==> config.mk <==
export PLATFORM = sky130hd
export DESIGN_NAME = dualconv_read_if
export DESIGN_NICKNAME = d
export VERILOG_FILES = /design/src/rtl/dcr_pkg.sv /design/src/rtl/dcr_seq.sv /design/src/rtl/dcr_results.sv /design/src/rtl/dcr_bus.sv /design/src/rtl/dualconv_read_if.sv
export SDC_FILE = /design/constraint.sdc
export NUM_CORES = 1
export LEC_CHECK = 0
export BUFFER_PORTS_ARGS = -buffer_cell sky130_fd_sc_hd__buf_4
export CAP_MARGIN = 25
export CORE_MARGIN = 3
export CORE_UTILIZATION = 55
export CTS_CLUSTER_DIAMETER = 30
export DETAILED_ROUTE_END_ITERATION = 6
export PLACE_DENSITY = 0.88
export SLEW_MARGIN = 20
export SYNTH_ARGS = -nofsm -noshare
export SYNTH_HDL_FRONTEND = slang
export SYNTH_SLANG_ARGS = --single-unit
export TNS_END_PERCENT = 5
==> constraint.sdc <==
create_clock -name clk -period 2 [get_ports clk]
set_input_delay 0.4 -clock clk [delete_from_list [all_inputs] [get_ports clk]]
set_output_delay 0.4 -clock clk [all_outputs]
set_load 0.01 [all_outputs]
==> src/rtl/dcr_pkg.sv <==
package dcr_pkg;
    typedef enum logic [1:0] {
        S_IDLE   = 2'd0,
        S_CONV_A = 2'd1,
        S_CONV_B = 2'd2
    } dcr_state_t;
endpackage

==> src/rtl/dcr_seq.sv <==
module dcr_seq
    import dcr_pkg::*;
#(
    parameter int A_CYC = 8,
    parameter int B_CYC = 8
) (
    input  logic clk,
    input  logic rst_n,
    input  logic start_i,
    output logic launch_o,
    output logic done_a_o,
    output logic done_b_o,
    output logic busy_o,
    output logic eoc_n_o,
    output logic late_half_o
);
    localparam int MAX_CYC = (A_CYC > B_CYC) ? A_CYC : B_CYC;
    localparam int CNT_W   = (MAX_CYC < 2) ? 1 : $clog2(MAX_CYC);
    localparam logic [CNT_W-1:0] A_LAST = CNT_W'(A_CYC - 1);
    localparam logic [CNT_W-1:0] B_LAST = CNT_W'(B_CYC - 1);
    localparam logic [CNT_W-1:0] A_HALF = CNT_W'(A_CYC / 2);
    localparam logic [CNT_W-1:0] B_HALF = CNT_W'(B_CYC / 2);

    dcr_state_t state_q, state_d;
    logic [CNT_W-1:0] cnt_q;

    // transition strobes: LAUNCH, HANDOFF, FINISH
    assign launch_o = (state_q == S_IDLE)   && start_i;
    assign done_a_o = (state_q == S_CONV_A) && (cnt_q == A_LAST);
    assign done_b_o = (state_q == S_CONV_B) && (cnt_q == B_LAST);

    always_comb begin
        state_d = state_q;
        unique case (state_q)
            S_IDLE:   if (launch_o) state_d = S_CONV_A;
            S_CONV_A: if (done_a_o) state_d = S_CONV_B;
            S_CONV_B: if (done_b_o) state_d = S_IDLE;
            default:  state_d = S_IDLE;
        endcase
    end

    // state register and phase counter
    always_ff @(posedge clk or negedge rst_n) begin
        if (!rst_n) begin
            state_q <= S_IDLE;
            cnt_q   <= '0;
        end else begin
            state_q <= state_d;
            if (state_d != state_q) cnt_q <= '0;
            else if (state_q != S_IDLE) cnt_q <= cnt_q + 1'b1;
        end
    end

    // registered outputs
    always_ff @(posedge clk or negedge rst_n) begin
        if (!rst_n) eoc_n_o <= 1'b1;
        else        eoc_n_o <= !(done_a_o || done_b_o);
    end

    assign busy_o = (state_q != S_IDLE);

    always_comb begin
        unique case (state_q)
            S_CONV_A: late_half_o = (cnt_q >= A_HALF);
            S_CONV_B: late_half_o = (cnt_q >= B_HALF);
            default:  late_half_o = 1'b0;
        endcase
    end

    AST_EOC_SINGLE: assert property (@(posedge clk) disable iff (!rst_n)
        !eoc_n_o |=> eoc_n_o);
    AST_CNT_BOUND: assert property (@(posedge clk) disable iff (!rst_n)
        (state_q == S_CONV_A) |-> (cnt_q <= A_LAST));
    AST_START_IGNORED: assert property (@(posedge clk) disable iff (!rst_n)
        (state_q == S_CONV_A) && start_i && !done_a_o |=> (state_q == S_CONV_A));
endmodule

==> src/rtl/dcr_results.sv <==
module dcr_results #(
    parameter int W = 16
) (
    input  logic         clk,
    input  logic         rst_n,
    input  logic         launch_i,
    input  logic         done_a_i,
    input  logic         done_b_i,
    input  logic         serial_mode_i,
    input  logic [W-1:0] sample_a_i,
    input  logic [W-1:0] sample_b_i,
    output logic [W-1:0] res_a_o,
    output logic [W-1:0] res_b_o
);
    logic [W-1:0] pend_a_q, pend_b_q;

    // capture stimulus at the start of each channel's phase
    always_ff @(posedge clk or negedge rst_n) begin
        if (!rst_n) begin
            pend_a_q <= '0;
            pend_b_q <= '0;
        end else begin
            if (launch_i) pend_a_q <= sample_a_i;
            if (done_a_i) pend_b_q <= sample_b_i;
        end
    end

    // output registers with mode-dependent channel A update point
    always_ff @(posedge clk or negedge rst_n) begin
        if (!rst_n) begin
            res_a_o <= '0;
            res_b_o <= '0;
        end else begin
            if (serial_mode_i ? done_b_i : done_a_i) res_a_o <= pend_a_q;
            if (done_b_i) res_b_o <= pend_b_q;
        end
    end

    AST_SERIAL_HOLDS_A: assert property (@(posedge clk) disable iff (!rst_n)
        serial_mode_i && done_a_i |=> $stable(res_a_o));
    AST_B_HELD_AT_HANDOFF: assert property (@(posedge clk) disable iff (!rst_n)
        done_a_i |=> $stable(res_b_o));
endmodule

==> src/rtl/dcr_bus.sv <==
module dcr_bus #(
    parameter int W = 16
) (
    input  logic         cs_n_i,
    input  logic         rd_n_i,
    input  logic         chan_sel_i,
    input  logic         swap_i,
    input  logic         busy_i,
    input  logic         late_half_i,
    input  logic [W-1:0] res_a_i,
    input  logic [W-1:0] res_b_i,
    output logic [W-1:0] data_o,
    output logic         data_oe_o,
    output logic         late_read_o
);
    localparam int H = W / 2;

    logic [W-1:0] picked, laned;

    assign picked = chan_sel_i ? res_a_i : res_b_i;

    generate
        if (H * 2 == W) begin : g_even
            assign laned = swap_i ? {picked[H-1:0], picked[W-1:H]} : picked;
        end else begin : g_odd
            assign laned = picked;
        end
    endgenerate

    assign data_oe_o   = !cs_n_i && !rd_n_i;
    assign data_o      = data_oe_o ? laned : '0;
    assign late_read_o = data_oe_o && busy_i && late_half_i;

    always_comb begin
        if (!data_oe_o) AST_QUIET_BUS: assert (data_o == '0);
    end
endmodule

==> src/rtl/dualconv_read_if.sv <==
module dualconv_read_if #(
    parameter int DATA_W = 16,
    parameter int A_CYC  = 8,
    parameter int B_CYC  = 8
) (
    input  logic              clk,
    input  logic              rst_n,
    input  logic              start_i,
    input  logic [DATA_W-1:0] sample_a_i,
    input  logic [DATA_W-1:0] sample_b_i,
    input  logic              serial_mode_i,
    input  logic              cs_n_i,
    input  logic              rd_n_i,
    input  logic              chan_sel_i,
    input  logic              swap_i,
    output logic              busy_o,
    output logic              eoc_n_o,
    output logic [DATA_W-1:0] data_o,
    output logic              data_oe_o,
    output logic              late_read_o
);
    logic launch, done_a, done_b, late_half;
    logic [DATA_W-1:0] res_a, res_b;

    dcr_seq #(.A_CYC(A_CYC), .B_CYC(B_CYC)) u_seq (
        .clk(clk), .rst_n(rst_n), .start_i(start_i),
        .launch_o(launch), .done_a_o(done_a), .done_b_o(done_b),
        .busy_o(busy_o), .eoc_n_o(eoc_n_o), .late_half_o(late_half)
    );

    dcr_results #(.W(DATA_W)) u_res (
        .clk(clk), .rst_n(rst_n), .launch_i(launch),
        .done_a_i(done_a), .done_b_i(done_b),
        .serial_mode_i(serial_mode_i),
        .sample_a_i(sample_a_i), .sample_b_i(sample_b_i),
        .res_a_o(res_a), .res_b_o(res_b)
    );

    dcr_bus #(.W(DATA_W)) u_bus (
        .cs_n_i(cs_n_i), .rd_n_i(rd_n_i), .chan_sel_i(chan_sel_i),
        .swap_i(swap_i), .busy_i(busy_o), .late_half_i(late_half),
        .res_a_i(res_a), .res_b_i(res_b),
        .data_o(data_o), .data_oe_o(data_oe_o), .late_read_o(late_read_o)
    );

    AST_OE_NEEDS_READ: assert property (@(posedge clk) disable iff (!rst_n)
        (cs_n_i || rd_n_i) |-> !data_oe_o);
    AST_BUSY_FALL_EOC: assert property (@(posedge clk) disable iff (!rst_n)
        $fell(busy_o) |-> !eoc_n_o);
    AST_LATE_IN_BUSY: assert property (@(posedge clk) disable iff (!rst_n)
        late_read_o |-> (busy_o && data_oe_o));
endmodule

==> summary.txt <==
Synthesis
  • Distinct cell type count of the synthesized netlist: 30
  • Post-synthesis instance total: around 220
  • Sequential cell area fraction in the yosys report: 52.4%
  • Mean post-synth cell area: around 15 um^2
  • Synthesized Nets: around 260
  • Area of the mapped netlist: approximately 3300 um^2
  • Fraction of registers with async set or reset after synthesis: 100%
  • Top_reg_cell synth: dfrtp_1
  • Cell accounting for the most synthesized area: dfrtp_1
  • Flip-flop and latch count after synthesis: 70
  • Leading cell types by total area after synthesis: dfrtp_1 (52%), mux2_2 (18%), mux4_1 (6.3%), mux4_2 (5.4%), mux2_1 (3.4%)
  • Yosys warns: 0
  • Dominant cell by count in the synthesized netlist: dfrtp_1
  • Share of the synthesized area in the top cell type: 51.6%
  • EDFF count, synth: 0
  • Most used standard cells in the synthesized netlist: dfrtp_1 (69), mux2_2 (55), and2_1 (16)

Layout
  • Number of inserted filler cells in the final layout: between 300 and 400
  • Area added between synthesis and finish: 21.4%
  • Post-layout utilization of the core: about 70%
  • Register cell area after layout: between 1500 and 2000 um^2
  • Final net count: about 330
  • Ratio of cells with drive above 1 in the final layout: approximately 52%
  • Cell area after layout: roughly 4100 um^2
  • Footprint of the multi-input gates: about 1500 um^2
  • N_diodes: 0

Place
  • Final RePlAce weighted congestion: ~0.74
  • Half-perimeter wire length of the detailed placement result: approximately 4.8 mm
  • Placed Instance Area: slightly below 4000 um^2
  • Input/output buffers: 59

Critical path
  • Critical path fanouts, max: 3
  • Worst Reg2Reg Path Length in Cells: 6
  • CP Class: reg -> out
  • Crit-path slowest cell: mux4_1
  • Kind of end point of the critical path: output port
  • Cell chain of the critical path: mux4_1 > and2_1 > buf_4
  • Critical R2R Capture: u_res.res_a_o[1]$_DFFE_PN0P_
  • CP peak stage delay: about 500 ps
  • Required time of the critical path: ~1600 ps
  • R2R setup slack: around 200 ps
  • CP Data Arrival Time: roughly 1500 ps
  • Startpoint of the most critical register-to-register path: u_seq.state_q[0]$_DFF_PN0_
  • Kind of start point of the critical path: register

Global routing
  • Vias in the first global route: about 2200
  • Overall overflow remaining after global route: 0
  • Global-route wire length before repair: about 11 mm
  • Initial antenna violation count: 0
  • Global-route total usage across every layer: around 20%
  • Largest net degree at the start of global routing: between 50 and 60

Clock network
  • Worst skew pair latency: 330 ps
  • Worst-case clock buffer depth: 2
  • Setup repair bufs after CTS: 0
  • CTS H-tree depth: 3
  • Clock tree from TritonCTS: done
  • Reg clk slew, reported paths: roughly 70 ps
  • Clock net sink count: 70
  • TritonCTS Buffers: 9
  • Root Buffer Master: clkbuf_8

Worst hold path
  • HP Start: sample_a_i[2]
  • Worst hold path depth: 2
  • Worst Hold Path EP: u_res.pend_a_q[2]$_DFFE_PN0P_
  • Class of the tightest hold or removal check: in -> reg

STA
  • Hold slack final: a little under 300 ps
  • Crit share post-route: around 97%
  • Maximum achievable frequency: 518 MHz
  • Transition time at the pin with the least slew margin: roughly 460 ps
  • Skew final: 12.1 ps
  • Relative max-transition margin: 68.7%
  • Number of hold violations in the final report: 0
  • Setup repair after global routing missed its margin: yes
  • Min cycle time layout: 1930 ps
  • Summed negative setup slack over all endpoints: 0 ps
  • Max-slew violation count: 0
  • Endpoints failing setup: 0

Floorplan
  • Overall die height: roughly 84 um
  • X dimension of the die: around 84 um
  • Number of placement rows: 27
  • Die outline area: 7060 um^2
  • I/O pin count: 60
  • Initial Utilization: between 50 and 60%
  • Area of the core region: 5710 um^2

Detailed routing
  • DRT iter0 DRCs: between 80 and 90
  • Via-per-instance ratio: roughly 5.7
  • Detailed-router iteration count before antenna repair: 4
  • Met3 Wirelength: roughly 410 um
  • Detailed-route wire length: about 6.5 mm
  • Highest signal layer in the routed design: met4
  • Number of routed nets with antenna violations: 0
  • Routed via count: between 2000 and 2500
  • Post-detailed-route DRC marker count: 0
  • Met1 Wirelength: 2.81 mm
  • Met2 Wirelength: around 3.2 mm
  • WL/cell: roughly 18 um

Power and ir drop
  • Leakage power: a little under 2 nW
  • Power Density: between 1000 and 1500 nW/um^2
  • Maximum VDD drop: 0.708 mV

Outcome
  • Run status: completed

Job
  • Number of maximum-capacitance violations: 0
==> registers in the layout (all words and copies together), names as in the netlist <==
name	cells
u_res.pend_b_q	16
u_seq.cnt_q	3
u_seq.eoc_n_o	1
u_seq.state_q	2
u_res.res_b_o	16
u_res.res_a_o	16
u_res.pend_a_q	16
==> cells in the final DEF, fill, tap and decap left out, drive strengths merged <==
master / synthesis / layout
a21oi: 2 / 2
and2: 16 / 16
buf: 10 / 67
clkbuf: 1 / 12
clkinv: 0 / 2
dfrtp: 69 / 69
dfstp: 1 / 1
dlygate4sd3: 0 / 1
ha: 6 / 6
inv: 3 / 3
mux2: 65 / 65
mux2i: 2 / 2
mux4: 16 / 16
nand2: 6 / 6
nand2b: 2 / 2
nand3: 1 / 1
nand4bb: 2 / 2
nor2: 3 / 3
nor2b: 2 / 2
nor3: 1 / 1
nor4b: 2 / 2
o21ai: 4 / 4
o311a: 1 / 1
o311ai: 1 / 1
or3: 1 / 1
xnor2: 1 / 1
==> metrics by stage <==
stage	power, W	cells	worst slack [ps]
detailed placement	0.00330	346	40.5
finish	0.00420	361	69.1
global route	0.00448	361	-10.1
CTS	0.00423	361	25.2
global placement	0.00319	346	79.7
floorplan	0.00289	218	274
==> report_power, final <==
group	total [W]	switching (W)	internal, W
combinational	0.00112	0.000448	0.000677
clock	0.000924	0.000458	0.000467
sequential	0.00215	0.000284	0.00187
total	0.00420	0.00119	0.00301
==> layer usage <==
layer,up-vias,GRT usage (%)
met5,-,0
met4,0,5.99
met3,4,7.01
met2,73,32.0
met1,1022,26.5
li1,942,-
==> final cells by class <==
type                       instances  share of cell area, %
sequential                        70                   43.2
multi-input combinational        134                   36.6
timing repair buffer              68                   13.9
clock buffer                      12                   3.57
tap                               72                   2.22
inverter                           3                  0.277
clock inverter                     2                  0.246
==> how the worst max path moves through the flow <==
| stage | depth (start not counted) | from | endpoint | slack (ps) |
|---|---|---|---|---|
| CTS | 3 | u_res.res_a_o[2]$_DFFE_PN0P_ | data_o[2] | 30 |
| floorplan | 6 | u_seq.cnt_q[0]$_DFFE_PN0P_ | u_res.pend_b_q[10]$_DFFE_PN0P_ | 270 |
| detailed placement | 4 | chan_sel_i | data_o[2] | 40 |
| global placement | 4 | chan_sel_i | data_o[0] | 80 |
| global route | 3 | u_res.res_a_o[0]$_DFFE_PN0P_ | data_o[0] | -10 |
| finish | 3 | u_res.res_a_o[0]$_DFFE_PN0P_ | data_o[0] | 70 |
==> timing repair <==
action	4_1_cts	5_1_grt
resized for setup	0	7
hold buffers	1	0
hold endpoints to repair	20	0
endpoints found under the setup margin	0	7
==> kinds of logic after synthesis <==
kind of cell / Yosys count / synth area share, %
mux: 83 / 34.1
flops: 70 / 52.4
simple gates: 36 / 6.58
buf+inv: 14 / 2.99
compound gates: 8 / 1.46
fa+ha+maj: 6 / 2.24
xor+xnor: 1 / 0.262
==> worst max-delay path: cells and delay by family (launching register included) <==
kind	cells	cell delay [ps]
mux	1	500
flops	1	410
simple gates	1	170
buf+inv	1	130
No activity file was read; power rests on OpenSTA's default activity.
